### config.mk
export PLATFORM = sky130hd
export DESIGN_NAME = dps_seq
export DESIGN_NICKNAME = d
export VERILOG_FILES = /design/src/rtl/dps_pkg.sv /design/src/rtl/dps_target_gen.sv /design/src/rtl/dps_branch_ctrl.sv /design/src/rtl/dps_pc_reg.sv /design/src/rtl/dps_seq.sv
export SDC_FILE = /design/constraint.sdc
export NUM_CORES = 1
export LEC_CHECK = 0
export BUFFER_PORTS_ARGS = -buffer_cell sky130_fd_sc_hd__buf_4
export CORE_MARGIN = 2
export CORE_UTILIZATION = 50
export DETAILED_ROUTE_END_ITERATION = 8
export MAX_ROUTING_LAYER = met4
export PLACE_DENSITY_LB_ADDON = 0.1
export SYNTH_ARGS = -nofsm -noshare
export SYNTH_HDL_FRONTEND = slang
export SYNTH_HIERARCHICAL = 1
export SYNTH_SLANG_ARGS = --single-unit
### constraint.sdc
create_clock -name clk -period 2.7 [get_ports clk]
set_clock_uncertainty 0.1 [all_clocks]
set_input_delay 0.405 -clock clk [delete_from_list [all_inputs] [get_ports clk]]
set_output_delay 0.405 -clock clk [all_outputs]
set_load 0.1 [all_outputs]
### src/rtl/dps_pkg.sv
package dps_pkg;
  // log2 of the instruction size in bytes (8-byte instructions)
  localparam int unsigned INSN_SHIFT = 3;

  typedef enum logic [1:0] {
    REQ_NONE = 2'd0,
    REQ_REL  = 2'd1,
    REQ_ABS  = 2'd2
  } req_kind_e;
endpackage

### src/rtl/dps_target_gen.sv
module dps_target_gen
  import dps_pkg::*;
#(
  parameter int unsigned PC_W  = 14,
  parameter int unsigned IMM_W = 11,
  parameter int unsigned JMP_W = 11
) (
  input  logic [PC_W-1:0]  pc,
  input  logic             rel,
  input  logic             abs_req,
  input  logic [IMM_W-1:0] imm,
  input  logic [JMP_W-1:0] jaddr,
  output logic             req_valid,
  output logic [PC_W-1:0]  req_tgt
);
  localparam logic [PC_W-1:0] STEP_BYTES = PC_W'(1) << INSN_SHIFT;

  function automatic logic [PC_W-1:0] rel_target(input logic [PC_W-1:0] base,
                                                  input logic [IMM_W-1:0] off);
    logic [PC_W-1:0] off_ext;
    off_ext = {{(PC_W-IMM_W){off[IMM_W-1]}}, off};
    return base + STEP_BYTES + (off_ext << INSN_SHIFT);
  endfunction

  function automatic logic [PC_W-1:0] abs_target(input logic [JMP_W-1:0] field);
    logic [JMP_W+INSN_SHIFT-1:0] wide;
    wide = {field, {INSN_SHIFT{1'b0}}};
    return PC_W'(wide);
  endfunction

  req_kind_e kind;

  always_comb begin
    if (rel)          kind = REQ_REL;
    else if (abs_req) kind = REQ_ABS;
    else              kind = REQ_NONE;
  end

  assign req_valid = (kind != REQ_NONE);

  always_comb begin
    unique case (kind)
      REQ_REL: req_tgt = rel_target(pc, imm);
      REQ_ABS: req_tgt = abs_target(jaddr);
      default: req_tgt = '0;
    endcase
  end
endmodule

### src/rtl/dps_branch_ctrl.sv
module dps_branch_ctrl #(
  parameter int unsigned DELAY_SLOTS = 1,
  parameter int unsigned PC_W        = 14
) (
  input  logic            clk,
  input  logic            rst,
  input  logic            step,
  input  logic            req_valid,
  input  logic [PC_W-1:0] req_tgt,
  output logic [PC_W-1:0] tgt_q,
  output logic            overflow_q,
  output logic            redirect,
  output logic [PC_W-1:0] redirect_pc,
  output logic            req_first,
  output logic            req_second,
  output logic            req_drop,
  output logic            promote
);
  localparam int unsigned CNT_W = $clog2(DELAY_SLOTS + 2);
  localparam logic [CNT_W-1:0] CNT_LOAD = CNT_W'(DELAY_SLOTS + 1);
  localparam logic [CNT_W-1:0] CNT_ONE  = CNT_W'(1);

  logic [CNT_W-1:0] cnt_q, cnt_a, cnt_n;
  logic [PC_W-1:0]  tgt_a, tgt_n;
  logic             sec_v_q, sec_v_a, sec_v_n;
  logic [PC_W-1:0]  sec_t_q, sec_t_a, sec_t_n;

  // Phase 1: the request is applied to the current state
  always_comb begin
    cnt_a      = cnt_q;
    tgt_a      = tgt_q;
    sec_v_a    = sec_v_q;
    sec_t_a    = sec_t_q;
    req_first  = 1'b0;
    req_second = 1'b0;
    req_drop   = 1'b0;
    if (req_valid) begin
      if (cnt_q == '0) begin
        req_first = 1'b1;
        cnt_a     = CNT_LOAD;
        tgt_a     = req_tgt;
      end else if (!sec_v_q) begin
        req_second = 1'b1;
        sec_v_a    = 1'b1;
        sec_t_a    = req_tgt;
      end else begin
        req_drop = 1'b1;
      end
    end
  end

  // Phase 2: the step acts on the post-request state
  always_comb begin
    cnt_n       = cnt_a;
    tgt_n       = tgt_a;
    sec_v_n     = sec_v_a;
    sec_t_n     = sec_t_a;
    redirect    = 1'b0;
    promote     = 1'b0;
    redirect_pc = tgt_a;
    if (step && (cnt_a != '0)) begin
      cnt_n = cnt_a - CNT_ONE;
      if (cnt_a == CNT_ONE) begin
        redirect = 1'b1;
        if (sec_v_a) begin
          promote = 1'b1;
          tgt_n   = sec_t_a;
          sec_v_n = 1'b0;
          cnt_n   = CNT_ONE;
        end
      end
    end
  end

  always_ff @(posedge clk) begin
    if (rst) begin
      cnt_q      <= '0;
      tgt_q      <= '0;
      sec_v_q    <= 1'b0;
      sec_t_q    <= '0;
      overflow_q <= 1'b0;
    end else begin
      cnt_q      <= cnt_n;
      tgt_q      <= tgt_n;
      sec_v_q    <= sec_v_n;
      sec_t_q    <= sec_t_n;
      overflow_q <= overflow_q | req_drop;
    end
  end
endmodule

### src/rtl/dps_pc_reg.sv
module dps_pc_reg
  import dps_pkg::*;
#(
  parameter int unsigned PC_W = 14
) (
  input  logic            clk,
  input  logic            rst,
  input  logic            step,
  input  logic            redirect,
  input  logic [PC_W-1:0] redirect_pc,
  output logic [PC_W-1:0] pc_q
);
  localparam logic [PC_W-1:0] STEP_BYTES = PC_W'(1) << INSN_SHIFT;

  function automatic logic [PC_W-1:0] seq_next(input logic [PC_W-1:0] cur);
    return cur + STEP_BYTES;
  endfunction

  always_ff @(posedge clk) begin
    if (rst)           pc_q <= '0;
    else if (step)     pc_q <= redirect ? redirect_pc : seq_next(pc_q);
  end
endmodule

### src/rtl/dps_seq.sv
module dps_seq #(
  parameter int unsigned DELAY_SLOTS = 1,
  parameter int unsigned PC_W        = 14,
  parameter int unsigned IMM_W       = 11,
  parameter int unsigned JMP_W       = 11
) (
  input  logic             clk,
  input  logic             rst,
  input  logic             step_i,
  input  logic             rel_i,
  input  logic             abs_i,
  input  logic [IMM_W-1:0] imm_i,
  input  logic [JMP_W-1:0] jaddr_i,
  output logic [PC_W-1:0]  pc_o,
  output logic [PC_W-1:0]  tgt_o,
  output logic             overflow_o
);
  logic            req_valid;
  logic [PC_W-1:0] req_tgt;
  logic            redirect;
  logic [PC_W-1:0] redirect_pc;
  logic            req_first, req_second, req_drop, promote;

  dps_target_gen #(.PC_W(PC_W), .IMM_W(IMM_W), .JMP_W(JMP_W)) u_tgen (
    .pc        (pc_o),
    .rel       (rel_i),
    .abs_req   (abs_i),
    .imm       (imm_i),
    .jaddr     (jaddr_i),
    .req_valid (req_valid),
    .req_tgt   (req_tgt)
  );

  dps_branch_ctrl #(.DELAY_SLOTS(DELAY_SLOTS), .PC_W(PC_W)) u_ctrl (
    .clk         (clk),
    .rst         (rst),
    .step        (step_i),
    .req_valid   (req_valid),
    .req_tgt     (req_tgt),
    .tgt_q       (tgt_o),
    .overflow_q  (overflow_o),
    .redirect    (redirect),
    .redirect_pc (redirect_pc),
    .req_first   (req_first),
    .req_second  (req_second),
    .req_drop    (req_drop),
    .promote     (promote)
  );

  dps_pc_reg #(.PC_W(PC_W)) u_pc (
    .clk         (clk),
    .rst         (rst),
    .step        (step_i),
    .redirect    (redirect),
    .redirect_pc (redirect_pc),
    .pc_q        (pc_o)
  );
endmodule

After elaboration in Yosys (flattened, before gate mapping) --
Index checks and enable logic that the tools add are counted.
Word-level totals: word-level logic and storage cells 43, register bits after elaboration 46, output and inout bits 29
Operators by class: reduce and logical (&&, ||, !) cells 4, $add $sub $neg 3, bitwise logic cells 1, muxes and demuxes 26, equality and inequality tests 3
Operators with widths (number):
- $mux W14 | 9
- $pmux W14 S2 | 1
- $add A14 B14 Y14 | 1
- $add A14 B4 Y14 const B | 1
- $mux W2 | 7
- $mux W1 | 9
- $eq A2 B1 Y1 const B | 2
- $reduce_bool A2 Y1 | 2
- $eq A2 B2 Y1 const B | 1
- $logic_not A2 Y1 | 1
- $sub A2 B1 Y2 const B | 1
- $logic_and A1 B1 Y1 | 1
- $or A1 B1 Y1 | 1

Longest topological paths before layout --
word-level depth 10, gate-level depth with buffers 14

Modules after synthesis --
Netlist, hierarchy kept.
By module, submodules not included:
- dps_branch_ctrl | times used 1, cells an instance 132, area an instance 1388.8 µm²
- dps_pc_reg | times used 1, cells an instance 98, area an instance 788.3 µm²
- dps_target_gen | times used 1, cells an instance 89, area an instance 665.6 µm²

Worst setup path before layout --
Ideal clock, no wire load.
kind register -> register, from register u_pc.pc_q[6], to register u_pc.pc_q[10], data arrival time 3.347 ns, setup slack -0.885 ns, path buffers 0, cell stages (with the launch flop) 11, period minus slack after synthesis 3.585 ns, cell sequence dfxtp_1 > ha_1 > ha_1 > nor2b_1 > o31a_1 > o21a_1 > or3_1 > a32o_1 > mux2_2 > o22ai_1 > a211oi_1
On the way: cells in the longest elaborated chain, start to end 6
RTL lines:
- start, declared | line dps_pc_reg.sv:11 | output logic [PC_W-1:0] pc_q
- start signal, assigned | line dps_pc_reg.sv:21 | else if (step) pc_q <= redirect ? redirect_pc : seq_next(pc_q);
- $add A14 B4 Y14 | line dps_target_gen.sv:22 | return base + STEP_BYTES + (off_ext << INSN_SHIFT);
- $add A14 B14 Y14 | line dps_target_gen.sv:22
- $pmux W14 S2 | line dps_target_gen.sv:42 | unique case (kind)
- via req_tgt[10] | line dps_seq.sv:19 | logic [PC_W-1:0] req_tgt;
- $mux W14 | line dps_branch_ctrl.sv:38 | if (cnt_q == '0) begin
- $mux W14 | line dps_branch_ctrl.sv:37 | if (req_valid) begin
- via redirect_pc[10] | line dps_seq.sv:21 | logic [PC_W-1:0] redirect_pc;
- $mux W14 | line dps_pc_reg.sv:21
The timed path passes the listed nets, and every way through them passes these cells. A chain may end at the register's enable or synchronous reset.

Worst setup path in the final report --
from register u_pc.pc_q[3], to register u_pc.pc_q[10]
Same word-level chain as after synthesis.

==> metrics.md <==
| Metric | Value |
|---|---|
| Outcome | finished, violations left |
| Violated checks | negative setup slack |
| Post-route setup slack | -63.0 ps |
| Worst Hold Launch | u_pc/pc_q[0] |
| Fmax | 0.362 GHz |
| Initial antenna violation count | 0 |
| Worst r2r src | u_pc/pc_q[3] |
| Vias | 2631 |
| I/O Buffers | 55 |
| Vias per inst | 5.67 |
| DP Worst Slack | -310 ps |
| Maximum VDD drop | 0.502 mV |
| Cts hold-fix bufs | 0 |
| Design area | 3750 um2 |
| Area grow syn2layout | 32.0% |
| CTS tree | yes |
| Fillcell total | 434 |
| Pin count of the biggest net entering global routing | 46 |
| R2r setup slk | -60 ps |
| Fin crit share | 102% |
| Crit path kind | reg2reg |
| Average wire per standard cell | 16.6 um |
| CTS buffer count | 5 |
| Crit path max fanout | 2 |
| Slew margin rel. | 41.0% |
| Dpl cell area | 3550 um2 |
| Slowest CP cell | dfxtp_4 |
| Synth async-reset ratio | 0% |
| Final #Nets | 441 |
| Worst endpoint data arrival time | 2840 ps |
| Crit path from | u_pc/pc_q[3] |
| Placer Congestion | 0.846 |
| Cell mode on critical path | inv_2 |
| Hold EP | u_pc/pc_q[0] |
| Initial DRT Pass Iterations | 6 |
| Initial core utilization | 51.6% |
| Post-synth EDFFs | 0 |
| Main synth FF type | dfxtp_1 |
| Syn_nets | 369 |
| Setup crit end kind | flip-flop |
| Area of the multi-input gates | 1950 um2 |
| Initial DRC count | 297 |
| Setup TNS | -63.0 ps |
| Die area | 6300 um2 |
| Seq/Total Area, Yosys | 32.4% |
| Final non-filler cell total | 464 |
| Top cells by count, synth | dfxtp_1 (46), nor2_1 (44), ha_1 (22) |
| Synth area leader | dfxtp_1 |
| Top cells by area, synth | dfxtp_1 (32%), ha_1 (9.7%), nor2_1 (5.8%) |
| H-tree level count | 2 |
| WL final | 7710 um |
| Fin crit period | 2760 ps |
| Post-synthesis cell type count | 56 |
| Chip height | 79.4 um |
| Placed Cells | 452 |
| Area of the core | 5510 um2 |
| Syn Area/Cell | 8.91 um2 |
| Reg2Reg Depth | 14 |
| Detailed Place HPWL | 5720 um |
| Critical Path Max Stage Delay | 350 ps |
| Grt ovf | 0 |
| Boundary Pins | 56 |
| Worst skew pair latency | 300 ps |
| Reg2reg end | u_pc/pc_q[10] |
| # diodes | 0 |
| Final Hold Vio Count | 0 |
| Cell depth of the worst min-delay path | 2 |
| CP required | 2780 ps |
| CTS root buffer | clkbuf_8 |
| Die Wd | 79.4 um |
| Startpoint types | flip-flop |
| Reg clk slew, reported paths | 100 ps |
| Clock Sinks | 46 |
| Cells along the critical path | inv_2, ha_4, inv_2, ha_4, inv_2, fa_2, nor2b_2, o31a_1, o21a_1, or3_1, a32o_1, mux2_4, o22ai_2, a211oi_1 |
| Routed Antenna Nets | 0 |
| Max-cap violations | 0 |
| Ys Warns | 6 |
| Vias in the first global route | 2595 |
| Actual slew at the worst max-slew pin | 885 ps |
| Final core utilization | 68.1% |
| # rows | 27 |
| Slew Limit Fails | 0 |
| Clock tree buffer depth | 2 |
| First-pass GRT wire length | 12600 um |
| Mapped cell area | 2840 um2 |
| Cell count after synthesis | 319 |
| RSZ-0062 raised after global routing | true |
| Setup-failing EPs final | 1 |
| Most frequent cell after synthesis | dfxtp_1 |
| Pwr dens | 545 nW/um2 |
| Layout cells sized above 1 | 38.5% |
| Seq cells post-synth | 46 |
| Leak | 1.60 nW |
| Synth top area share | 32.4% |
| Register Area | 953 um2 |
| GRT Overall Usage | 26.4% |
| Post-route DRC | 0 |
| Path category of the worst min-delay check | reg2reg |
## state kept, by name, summed over array words and instances, names as in the netlist
name / count
u_ctrl/cnt_q: 2
u_pc/pc_q: 14
u_ctrl/sec_v_q: 1
u_ctrl/overflow_q: 1
u_ctrl/tgt_q: 14
u_ctrl/sec_t_q: 14
## area by class of cell
type	instances	area share (%)
inverter	11	1.10
timing repair buffer	83	16.9
sequential	46	25.4
clock inverter	2	0.333
clock buffer	6	1.93
tap	72	2.40
multi-input combinational	244	51.9
## what timing repair did
action	in CTS	in global routing
pin swaps	9	14
resized for setup	7	11
endpoints found under the setup margin	5	11
buffers inserted	1	3
## where the power goes
group	total, mW	switching [mW]	internal, mW	leakage (nW)
Combinational	0.848	0.527	0.321	1.17
Clock	0.424	0.241	0.184	0.0432
Sequential	0.774	0.0398	0.735	0.382
Total	2.05	0.807	1.24	1.60
## cell usage in the layout, fill, tap and decap left out, drive strengths merged, types with 2 or more instances in the layout
master,instances
a211oi,19
a21o,2
a21oi,15
a22o,4
a22oi,3
a31o,3
a31oi,3
a32o,2
and2,5
and3,3
buf,83
clkbuf,6
dfxtp,46
ha,22
inv,12
mux2,14
mux2i,16
nand2,20
nand2b,2
nand3,10
nand4,4
nor2,44
nor2b,5
nor3,2
o211ai,4
o21a,4
o21ai,11
o22ai,4
or2,2
or3,2
xnor2,3
xor2,4
## metrics by stage
step / hold WS, ps / power, mW
2_1_floorplan: 356 / 1.43
3_3_place_gp: 358 / 1.59
3_5_place_dp: 365 / 1.60
4_1_cts: 378 / 2.03
5_1_grt: 400 / 2.15
6_report: 379 / 2.05
## worst max-delay path by stage
stage	to
floorplan	u_pc/pc_q[10]
global placement	u_pc/pc_q[10]
detailed placement	u_pc/pc_q[10]
CTS	u_pc/pc_q[10]
global route	u_pc/pc_q[10]
finish	u_pc/pc_q[10]
## routing by layer
metal / up-vias / wire, um / share of wire (%) / GRT usage (%)
met5: - / 0 / 0 / -
met3: 5 / 415 / 5.4 / 3.73
met4: 0 / 46 / 0.60 / 5.00
li1: 1301 / - / - / -
met1: 1248 / 3560 / 46 / 35.5
met2: 77 / 3690 / 48 / 42.9
## worst max-delay path: cells and delay by family (launching register included)
family	cells	cell delay [ps]
compound gates	5	930
fa+ha+maj	3	480
simple gates	2	360
flops	1	350
mux	1	270
buf+inv	3	160
## cell families after synthesis
kind of cell | share of synthesized area [%]
xor gates and xnor gates | 2.16
DFF | 32.4
AOI/OAI and AO/OA | 19.4
muxes | 11.8
adders and majority gates | 10.4
buffers and inverters | 5.77
and+or+nand+nor | 18.1
Power figures use the tool's default switching activity.
